<file path="config.mk">
export PLATFORM = sky130hd
export DESIGN_NAME = sct_regbank
export DESIGN_NICKNAME = d
export VERILOG_FILES = /design/src/rtl/sct_regbank_pkg.sv /design/src/rtl/sct_alias_reg.sv /design/src/rtl/sct_rst_fsm.sv /design/src/rtl/sct_irq_reg.sv /design/src/rtl/sct_regbank.sv
export SDC_FILE = /design/constraint.sdc
export NUM_CORES = 1
export LEC_CHECK = 0
export ABC_AREA = 0
export BUFFER_PORTS_ARGS = -buffer_cell sky130_fd_sc_hd__buf_4
export CORE_UTILIZATION = 48
export CTS_BUF_LIST = sky130_fd_sc_hd__clkbuf_8
export DETAILED_ROUTE_END_ITERATION = 6
export GPL_TIMING_DRIVEN = 0
export PLACE_DENSITY = 0.72
export SYNTH_ARGS = -nofsm -noshare
export SYNTH_HDL_FRONTEND = slang
export SYNTH_SLANG_ARGS = --single-unit
</file>
<file path="constraint.sdc">
create_clock -name clk -period 5.9 [get_ports clk]
set_clock_uncertainty 0.2 [all_clocks]
set_input_delay 0.295 -clock clk [delete_from_list [all_inputs] [get_ports clk]]
set_output_delay 0.295 -clock clk [all_outputs]
set_load 0.005 [all_outputs]
</file>
<file path="src/rtl/sct_regbank_pkg.sv">
package sct_regbank_pkg;

    localparam int REG_W    = 32;
    localparam int NUM_REGS = 4;
    localparam int NUM_EVT  = 4;

    localparam int IDX_CTRL0 = 0;
    localparam int IDX_PORT  = 1;
    localparam int IDX_LINE  = 2;
    localparam int IDX_IRQ   = 3;

    localparam int SRST_BIT = 31;
    localparam int GATE_BIT = 30;

    localparam int PB_CTSF = 15;
    localparam int PB_RTSF = 14;
    localparam int PB_RTS  = 11;
    localparam int PB_RXEN = 9;
    localparam int PB_TXEN = 8;
    localparam int PB_PEN  = 0;

    localparam logic [REG_W-1:0] PORT_MASK = (REG_W'(1) << PB_CTSF) | (REG_W'(1) << PB_RTSF)
                                           | (REG_W'(1) << PB_RTS)  | (REG_W'(1) << PB_RXEN)
                                           | (REG_W'(1) << PB_TXEN) | (REG_W'(1) << PB_PEN);
    localparam logic [REG_W-1:0] LINE_MASK = '1;

    localparam int IRQ_EN_SHIFT = 16;
    localparam logic [REG_W-1:0] IRQ_STAT_MASK = 32'h0000_0072;
    localparam logic [REG_W-1:0] IRQ_EN_MASK   = IRQ_STAT_MASK << IRQ_EN_SHIFT;

    typedef enum logic [1:0] {
        OP_WRITE = 2'd0,
        OP_SET   = 2'd1,
        OP_CLR   = 2'd2,
        OP_TOG   = 2'd3
    } alias_op_e;

    typedef enum logic [1:0] {
        ST_RESET  = 2'd0,
        ST_SETTLE = 2'd1,
        ST_GATED  = 2'd2,
        ST_RUN    = 2'd3
    } rst_state_e;

    function automatic logic [REG_W-1:0] apply_op(alias_op_e op, logic [REG_W-1:0] cur,
                                                  logic [REG_W-1:0] wd);
        logic [REG_W-1:0] r;
        unique case (op)
            OP_WRITE: r = wd;
            OP_SET:   r = cur | wd;
            OP_CLR:   r = cur & ~wd;
            OP_TOG:   r = cur ^ wd;
            default:  r = cur;
        endcase
        return r;
    endfunction

    // evt[3]->bit 6, evt[2]->bit 5, evt[1]->bit 4, evt[0]->bit 1
    function automatic logic [REG_W-1:0] event_vec(logic [NUM_EVT-1:0] evt);
        logic [REG_W-1:0] r;
        r = '0;
        r[6] = evt[3];
        r[5] = evt[2];
        r[4] = evt[1];
        r[1] = evt[0];
        return r;
    endfunction

endpackage

</file>
<file path="src/rtl/sct_alias_reg.sv">
module sct_alias_reg
    import sct_regbank_pkg::*;
#(
    parameter logic [REG_W-1:0] MASK    = '1,
    parameter logic [REG_W-1:0] RST_VAL = '0
) (
    input  logic             clk,
    input  logic             rst_n,
    input  logic             hold,
    input  logic             wr_en,
    input  alias_op_e        op,
    input  logic [REG_W-1:0] wdata,
    output logic [REG_W-1:0] q
);

    logic [REG_W-1:0] q_r;
    logic [REG_W-1:0] q_d;

    always_comb begin
        q_d = q_r;
        if (wr_en) begin
            q_d = (apply_op(op, q_r, wdata) & MASK) | (RST_VAL & ~MASK);
        end
    end

    always_ff @(posedge clk or negedge rst_n) begin
        if (!rst_n) begin
            q_r <= RST_VAL;
        end else if (hold) begin
            q_r <= RST_VAL;
        end else begin
            q_r <= q_d;
        end
    end

    assign q = q_r;

endmodule

</file>
<file path="src/rtl/sct_rst_fsm.sv">
module sct_rst_fsm
    import sct_regbank_pkg::*;
#(
    parameter int SETTLE_CYC = 4
) (
    input  logic       clk,
    input  logic       rst_n,
    input  logic       wr_en,
    input  alias_op_e  op,
    input  logic [1:0] wbits,   // [1] soft reset, [0] clock gate
    output logic       srst_o,
    output logic       gate_o,
    output logic       hold_o
);

    localparam int CNT_W = (SETTLE_CYC > 1) ? $clog2(SETTLE_CYC) : 1;
    localparam logic [CNT_W-1:0] CNT_LOAD = CNT_W'(SETTLE_CYC - 1);

    rst_state_e       st_q, st_d;
    logic [CNT_W-1:0] cnt_q, cnt_d;
    logic [1:0]       cur;
    logic [1:0]       req;

    // Readback value of the two control bits and the result of the pending write
    always_comb begin
        cur = {(st_q == ST_RESET) || (st_q == ST_SETTLE), st_q != ST_RUN};
        unique case (op)
            OP_WRITE: req = wbits;
            OP_SET:   req = cur | wbits;
            OP_CLR:   req = cur & ~wbits;
            OP_TOG:   req = cur ^ wbits;
            default:  req = cur;
        endcase
    end

    // Next state
    always_comb begin
        st_d  = st_q;
        cnt_d = cnt_q;
        unique case (st_q)
            ST_RESET: begin
                if (wr_en && !req[1]) begin          // release
                    st_d  = ST_SETTLE;
                    cnt_d = CNT_LOAD;
                end
            end
            ST_SETTLE: begin
                if (wr_en && req[1]) begin           // re-reset
                    st_d = ST_RESET;
                end else if (cnt_q == '0) begin      // settled
                    st_d = ST_GATED;
                end else begin
                    cnt_d = cnt_q - 1'b1;
                end
            end
            ST_GATED: begin
                if (wr_en && req[1]) begin           // re-reset
                    st_d = ST_RESET;
                end else if (wr_en && !req[0]) begin // ungate
                    st_d = ST_RUN;
                end
            end
            ST_RUN: begin
                if (wr_en && req[1]) begin           // re-reset
                    st_d = ST_RESET;
                end else if (wr_en && req[0]) begin  // regate
                    st_d = ST_GATED;
                end
            end
            default: st_d = ST_RESET;
        endcase
    end

    // State register
    always_ff @(posedge clk or negedge rst_n) begin
        if (!rst_n) begin
            st_q  <= ST_RESET;
            cnt_q <= '0;
        end else begin
            st_q  <= st_d;
            cnt_q <= cnt_d;
        end
    end

    // Outputs
    always_comb begin
        srst_o = cur[1];
        gate_o = cur[0];
        hold_o = cur[1] || (wr_en && req[1]);
    end

endmodule

</file>
<file path="src/rtl/sct_irq_reg.sv">
module sct_irq_reg
    import sct_regbank_pkg::*;
(
    input  logic               clk,
    input  logic               rst_n,
    input  logic               hold,
    input  logic               wr_en,
    input  alias_op_e          op,
    input  logic [REG_W-1:0]   wdata,
    input  logic [NUM_EVT-1:0] evt,
    output logic [REG_W-1:0]   q,
    output logic               irq
);

    localparam logic [REG_W-1:0] KEEP = IRQ_STAT_MASK | IRQ_EN_MASK;

    logic [REG_W-1:0] q_r;
    logic [REG_W-1:0] sw_v;
    logic [REG_W-1:0] q_d;

    always_comb begin
        sw_v = q_r;
        if (wr_en) begin
            sw_v = apply_op(op, q_r, wdata);
        end
        // Events are ORed in after the software update, so a same-cycle clear loses
        q_d = (sw_v & KEEP) | event_vec(evt);
    end

    always_ff @(posedge clk or negedge rst_n) begin
        if (!rst_n) begin
            q_r <= '0;
        end else if (hold) begin
            q_r <= '0;
        end else begin
            q_r <= q_d;
        end
    end

    assign q   = q_r;
    assign irq = |((q_r >> IRQ_EN_SHIFT) & q_r & IRQ_STAT_MASK);

endmodule

</file>
<file path="src/rtl/sct_regbank.sv">
module sct_regbank
    import sct_regbank_pkg::*;
#(
    parameter int ADDR_W     = 8,
    parameter int SETTLE_CYC = 4
) (
    input  logic                 clk,
    input  logic                 rst_n,
    input  logic                 bus_sel,
    input  logic                 bus_wr,
    input  logic [ADDR_W-1:0]    bus_addr,
    input  logic [REG_W-1:0]     bus_wdata,
    output logic [REG_W-1:0]     bus_rdata,
    input  logic [NUM_EVT-1:0]   evt_i,
    output logic                 srst_o,
    output logic                 clk_gate_o,
    output logic                 cts_flow_en_o,
    output logic                 rts_flow_en_o,
    output logic                 rts_o,
    output logic                 rx_en_o,
    output logic                 tx_en_o,
    output logic                 port_en_o,
    output logic [REG_W-1:0]     line_ctrl_o,
    output logic                 irq_o
);

    localparam int IDX_W   = ADDR_W - 4;
    localparam int NUM_GEN = 2;   // port control and line control

    logic [IDX_W-1:0]    idx;
    alias_op_e           op;
    logic [NUM_REGS-1:0] wr_hit;
    logic                hold_s;
    logic                srst_s;
    logic                gate_s;
    logic [REG_W-1:0]    gen_q [NUM_GEN];
    logic [REG_W-1:0]    irq_q;
    logic                irq_s;
    logic                unused_addr_bits;

    assign idx = bus_addr[ADDR_W-1:4];
    assign op  = alias_op_e'(bus_addr[3:2]);
    assign unused_addr_bits = ^bus_addr[1:0];

    always_comb begin
        for (int i = 0; i < NUM_REGS; i++) begin
            wr_hit[i] = bus_sel && bus_wr && (idx == IDX_W'(i));
        end
    end

    sct_rst_fsm #(
        .SETTLE_CYC(SETTLE_CYC)
    ) i_rst_fsm (
        .clk   (clk),
        .rst_n (rst_n),
        .wr_en (wr_hit[IDX_CTRL0]),
        .op    (op),
        .wbits (bus_wdata[SRST_BIT:GATE_BIT]),
        .srst_o(srst_s),
        .gate_o(gate_s),
        .hold_o(hold_s)
    );

    for (genvar g = 0; g < NUM_GEN; g++) begin : g_gen_reg
        localparam logic [REG_W-1:0] GMASK = (g == 0) ? PORT_MASK : LINE_MASK;
        sct_alias_reg #(
            .MASK   (GMASK),
            .RST_VAL('0)
        ) i_reg (
            .clk  (clk),
            .rst_n(rst_n),
            .hold (hold_s),
            .wr_en(wr_hit[IDX_PORT + g]),
            .op   (op),
            .wdata(bus_wdata),
            .q    (gen_q[g])
        );
    end

    sct_irq_reg i_irq_reg (
        .clk  (clk),
        .rst_n(rst_n),
        .hold (hold_s),
        .wr_en(wr_hit[IDX_IRQ]),
        .op   (op),
        .wdata(bus_wdata),
        .evt  (evt_i),
        .q    (irq_q),
        .irq  (irq_s)
    );

    always_comb begin
        bus_rdata = '0;
        unique case (idx)
            IDX_W'(IDX_CTRL0): bus_rdata[SRST_BIT:GATE_BIT] = {srst_s, gate_s};
            IDX_W'(IDX_PORT):  bus_rdata = gen_q[0];
            IDX_W'(IDX_LINE):  bus_rdata = gen_q[1];
            IDX_W'(IDX_IRQ):   bus_rdata = irq_q;
            default:           bus_rdata = '0;
        endcase
    end

    assign srst_o        = srst_s;
    assign clk_gate_o    = gate_s;
    assign cts_flow_en_o = gen_q[0][PB_CTSF];
    assign rts_flow_en_o = gen_q[0][PB_RTSF];
    assign rts_o         = gen_q[0][PB_RTS];
    assign rx_en_o       = gen_q[0][PB_RXEN];
    assign tx_en_o       = gen_q[0][PB_TXEN];
    assign port_en_o     = gen_q[0][PB_PEN];
    assign line_ctrl_o   = gen_q[1];
    assign irq_o         = irq_s;

endmodule

</file>
== Yosys cells after proc, flatten, opt, wreduce, memory -nomap -nowiden ==
Cells that the tools add are included.
Storage, ports and cells
  register bits after elaboration: 100
  bits of input ports: 48
  word-level logic and storage cells: 85
Cells by class
  add/subtract/negate cells: 1
  equal/unequal tests: 16
  multiplexer cells: 24
  bitwise operators: 16
  reductions and logical operators: 23
Operator list (count)
  32-bit two-way mux: 5
  32-bit one-hot mux with 4 select lines: 1
  23-bit one-hot mux with 4 select lines: 1
  30-bit one-hot mux with 3 select lines: 1
  16-bit one-hot mux with 4 select lines: 1
  32-bit bitwise AND: 1
  32-bit inverter: 1
  32-bit OR: 1
  32-bit bitwise XOR: 1
  2-bit one-hot mux with 4 select lines: 3
  23-bit bitwise AND: 1
  23-bit two-way mux: 1
  23-bit OR: 1
  23-bit by 7-bit OR with 23-bit output: 1
  23-bit bitwise XOR: 1
  2-bit two-way mux: 10
  16-bit bitwise AND: 1
  16-bit OR: 1
  16-bit bitwise XOR: 1
  1-bit logical AND: 9
  2-bit == test (second input constant): 4
  4-bit by 2-bit == test with 1-bit output (second input constant): 2
  2-bit != test (second input constant): 4
  4-bit AND reduction: 2
  other kinds (17): 25

== Depth between registers and ports, before layout ==
  depth in word-level cells: 9
  depth in mapped cells: 8
  depth with buffers taken out: 6

== Modules after synthesis ==
Synthesis repeated with hierarchy kept, for this count alone.
Unflattened totals
  cells, all modules: 689
  area, all modules: 6540.0 um^2
By module, submodules not included
  sct_alias_reg at g_gen_reg[1].i_reg: instances 1, cells an instance 347, area an instance 3301.9 um^2
  sct_irq_reg: instances 1, cells an instance 117, area an instance 1053.5 um^2
  sct_regbank: instances 1, cells an instance 84, area an instance 962.2 um^2
  sct_alias_reg at g_gen_reg[0].i_reg: instances 1, cells an instance 98, area an instance 832.0 um^2
  sct_rst_fsm: instances 1, cells an instance 43, area an instance 390.4 um^2

== Least setup slack after synthesis ==
Ideal clock, no wire load.
  kind: reg2reg
  start point: register i_rst_fsm.st_q[1]
  end point: register g_gen_reg[1].i_reg.q_r[0]
  arrival time: 2.023 ns
  setup slack: 3.540 ns
  cell stages (with the launch flop): 8
  path buffers: 2
  period minus slack after synthesis: 2.360 ns
  cell sequence: dfrtp_1 > clkbuf_1 > inv_1 > ha_1 > mux4_2 > o21ai_4 > buf_4 > a211oi_1
Between the ends
  cells in the longest elaborated chain, start to end: 7
  elaborated cells on any way between the ends: 11
RTL lines
  from (decl): line sct_rst_fsm.sv:19  | rst_state_e st_q, st_d;
  from (signal assigned): line sct_rst_fsm.sv:80  | st_q <= st_d;
  2-bit by 1-bit == test with 1-bit output / 2-bit zero test (equally long branches): line sct_rst_fsm.sv:26  | cur = {(st_q == ST_RESET) || (st_q == ST_SETTLE), st_q != ST_RUN};
  1-bit logical OR *: line sct_rst_fsm.sv:26
  2-bit bitwise XOR (tied with other cells): line sct_rst_fsm.sv:31  | OP_TOG: req = cur ^ wbits;
  2-bit one-hot mux with 4 select lines: line sct_rst_fsm.sv:27  | unique case (op)
  1-bit logical AND: line sct_rst_fsm.sv:89  | hold_o = cur[1] || (wr_en && req[1]);
  1-bit logical OR *: line sct_rst_fsm.sv:89
  32-bit two-way mux / 2-bit nonzero test (equally long branches)
  to (signal assigned): line sct_alias_reg.sv:32  | q_r <= q_d;
  to (decl): line sct_alias_reg.sv:16  | logic [REG_W-1:0] q_r;
Mark *: on every way between the ends. The rest lies on a longest branch, timed or not.
A chain may end at the register's enable or synchronous reset.

== Worst setup path in the final report ==
  start point: register i_rst_fsm.st_q[1]
  end point: register g_gen_reg[1].i_reg.q_r[21]
Same word-level chain as after synthesis.

==> summary.md <==
| Metric | Value |
|---|---|
| Status | finished clean |
| Die Outline Area | around 0.011 mm^2 |
| Flops & latches, synth | 50 |
| Post-DP HPWL | 11.4 mm |
| Placeable core area | between 0.01 and 0.015 mm^2 |
| Starting DRT DRC Count | between 300 and 400 |
| Synth Instances | 555 |
| GR Overflow Total | 0 |
| Vias in the first global route | ~4800 |
| Routed WL | roughly 15 mm |
| Rel. slew slack | around two fifths |
| First-pass GRT wire length | 24.5 mm |
| Dpl ws | 3090 ps |
| Maxcap violations | 0 |
| Detailed-route wire length per cell | 19.0 um |
| Sequential-to-total area share from yosys stat | approximately 24% |
| Total track usage | 28.0% |
| 1st-pass router iterations | 7 |
| Synth warn | 0 |
| Netlist cell types | 31 |
| Initial antenna violation count | 0 |
| Root Driver | clkbuf_8 |
| RePlAce Congestion | 0.841 |
| Worst Max-Slew Pin Slew | 881 ps |
| DR DRC count | 0 |
| Post-synth top area share | 24.1% |
| DR vias | 4748 |
| Setup TNS | 0 ps |
| Starting Density | 49.9% |
| Number of max-slew violations in the final report | 0 |
| Die width | 106 um |
| Synth area leaders | dfrtp_1, ha_1, a211oi_1 |
| Worst-path clk slew | 110 ps |
| Post-Syn Nets | 699 |
| Post-detailed-route count of antenna-violating nets | 0 |
| Post-CTS setup buffer count | 0 |
| Critical path startpoint category | flip-flop |
| Antenna fix cells | 0 |
| Worst Hold Class | in2reg |
| Crit-path max cell delay | approximately 550 ps |
| Unrepaired setup endpoints after global routing | no |
| Cell family with most CP delay | buffers and inverters |
| Maximum clock rate | 0.351 GHz |
| Endpoints failing setup | 0 |
| Crit path capture type | flip-flop |
| Crit path kind | reg2reg |
| Sink Count | 50 |
| Min cycle time layout | 2850 ps |
| Slowest CP cell | mux4_2 |
| Commonest non-fill, non-tap cell in the layout | buf_4 |
| Die Y-Extent | 106 um |
| Htree depth | 2 |
| Cells along the critical path | clkbuf_1, inv_1, ha_1, mux4_2, o21ai_4, buf_4, a211oi_1 |
| Post-Syn Area | between 0.005 and 0.006 mm^2 |
| Final hold violation count | 0 |
| Post-synth top area cell | dfrtp_1 |
| Total CTS buffers | 5 |
| # IOs | 121 |
| Row cnt | 37 |
| Final Cycle Share | 48.3% |
| Final worst slack | 3050 ps |
| DP Area | 0.00624 mm^2 |
| Pleak | between 3 and 4 nW |
| CTS tree | yes |
| Avg Synthesized Cell Area | about 9.4 um^2 |
| Critical Path RT | roughly 5900 ps |
| Critical Path Fanout Max | 10 |
| Avg Vias per Cell | 5.82 |
| WP buf/inv | 3 |
| Largest vdd supply drop | between 100 and 150 uV |
| Most frequent cells in the layout | buf_4, inv_1, ha_1, a211oi_1, dfrtp_1 |
| Max Buffers Root-to-Sink | 2 |
| Synth-to-Final Area Change | 22.3% |
| Largest net degree at the start of global routing | about 50 |
| Latest clock arrival within the worst-skew pair | 320 ps |
| Post-Layout Inst Area | about 0.0064 mm^2 |
| PwrDens | 295 mW/mm^2 |
| Layout cells sized above 1 | 28.4% |
| Layout Nets | slightly above 800 |
| Port Buffers | 116 |
| Worst Path Arrival | 2830 ps |
[state kept, by name (all words and copies together), names as in the netlist]
| signal | cells |
|---|---|
| i_irq_reg.q | 8 |
| i_rst_fsm.st_q | 2 |
| g_gen.i_reg.q | 38 |
| i_rst_fsm.cnt_q | 2 |
[worst paths after layout]
check | cells after the start | start | to | slack, ps
setup / recovery | 7 | i_rst_fsm.st_q[1] | g_gen_reg[1].i_reg.q[21] | 3050
hold / removal | 3 | evt_i[0] | i_irq_reg.q[1] | 70
setup reg to reg | 7 | i_rst_fsm.st_q[1] | g_gen_reg[1].i_reg.q[21] | 3050
min in group asynchronous | 2 | rst_n | g_gen_reg[1].i_reg.q[24] | 370
hold reg to reg | 1 | i_rst_fsm.cnt_q[1] | i_rst_fsm.cnt_q[1] | 320
max in group asynchronous | 2 | rst_n | g_gen_reg[0].i_reg.q[11] | 4620
[per-stage QoR]
stage / cells / hold slack (ps) / util [%] / total power [mW]
floorplan: 555 / -201 / - / 1.17
global placement: 807 / 200 / 59.9 / 1.53
detailed placement: 807 / 204 / 59.9 / 1.60
CTS: 816 / 74.8 / 61.1 / 1.88
global route: 816 / 91.0 / 61.1 / 2.02
finish: 816 / 70.9 / 61.1 / 1.88
[layer usage]
layer	GRT usage, %	vias to the layer above	part of all wire [%]
li1	-	2195	-
met1	35.4	2337	42
met2	50.0	188	50
met3	2.82	28	6.0
met4	9.33	0	2.0
met5	0	-	0
[synthesized netlist by cell type]
cell,n
buf_2,12
a22oi_1,1
clkbuf_1,18
a2111oi_0,7
or3_4,1
o31a_1,1
nor2_1,41
inv_1,104
mux4_2,20
dfrtp_1,50
buf_4,5
a21oi_1,11
o2111ai_1,1
and2_1,17
o22a_1,1
o21ai_4,1
nand3_1,3
o21ai_0,2
o211a_1,1
ha_1,96
buf_1,3
a211oi_1,87
mux2_2,28
nor4bb_1,1
or3_1,1
o221ai_1,1
a22o_1,14
nand2_1,13
and3_1,3
nor4b_2,2
nor3_1,9
[cell type report]
| class | count | area, um^2 |
|---|---|---|
| timing repair buffer | 117 | 881 |
| sequential | 50 | 1250 |
| fill | 867 | 4060 |
| tap | 136 | 170 |
| buffer | 38 | 176 |
| inverter | 104 | 390 |
| multi-input combinational | 363 | 3380 |
| clock buffer | 5 | 68.8 |
| clock inverter | 3 | 40.0 |
[where the power goes]
part | internal, mW | switching [mW] | total [mW]
Clock | 0.126 | 0.145 | 0.271
Sequential | 0.485 | 0.178 | 0.663
Combinational | 0.508 | 0.436 | 0.943
[worst register-to-register path, delay by kind of cell, from the launching register on]
kind | cells | cell delay (ps)
AO/OA/AOI/OAI | 2 | 450
adder cells (fa/ha/maj) | 1 | 320
buffers and inverters | 3 | 810
flip-flops | 1 | 380
multiplexers | 1 | 550
[logic make-up (layout without fill, tap and decap cells)]
group	after synthesis	in the layout	synth area share (%)
AO/OA/AOI/OAI	128	128	18.7
adder cells (fa/ha/maj)	96	96	23.1
buffers and inverters	142	267	10.9
flip-flops	50	50	24.1
multiplexers	48	48	14.7
AND/OR/NAND/NOR	91	91	8.56
[timing repair]
action,4_1_cts,5_1_grt
hold buffers,1,0
endpoints found under the hold margin,50,0
gates resized for setup,0,0
setup endpoints to repair,0,0
(Power assumes the default switching activity.)
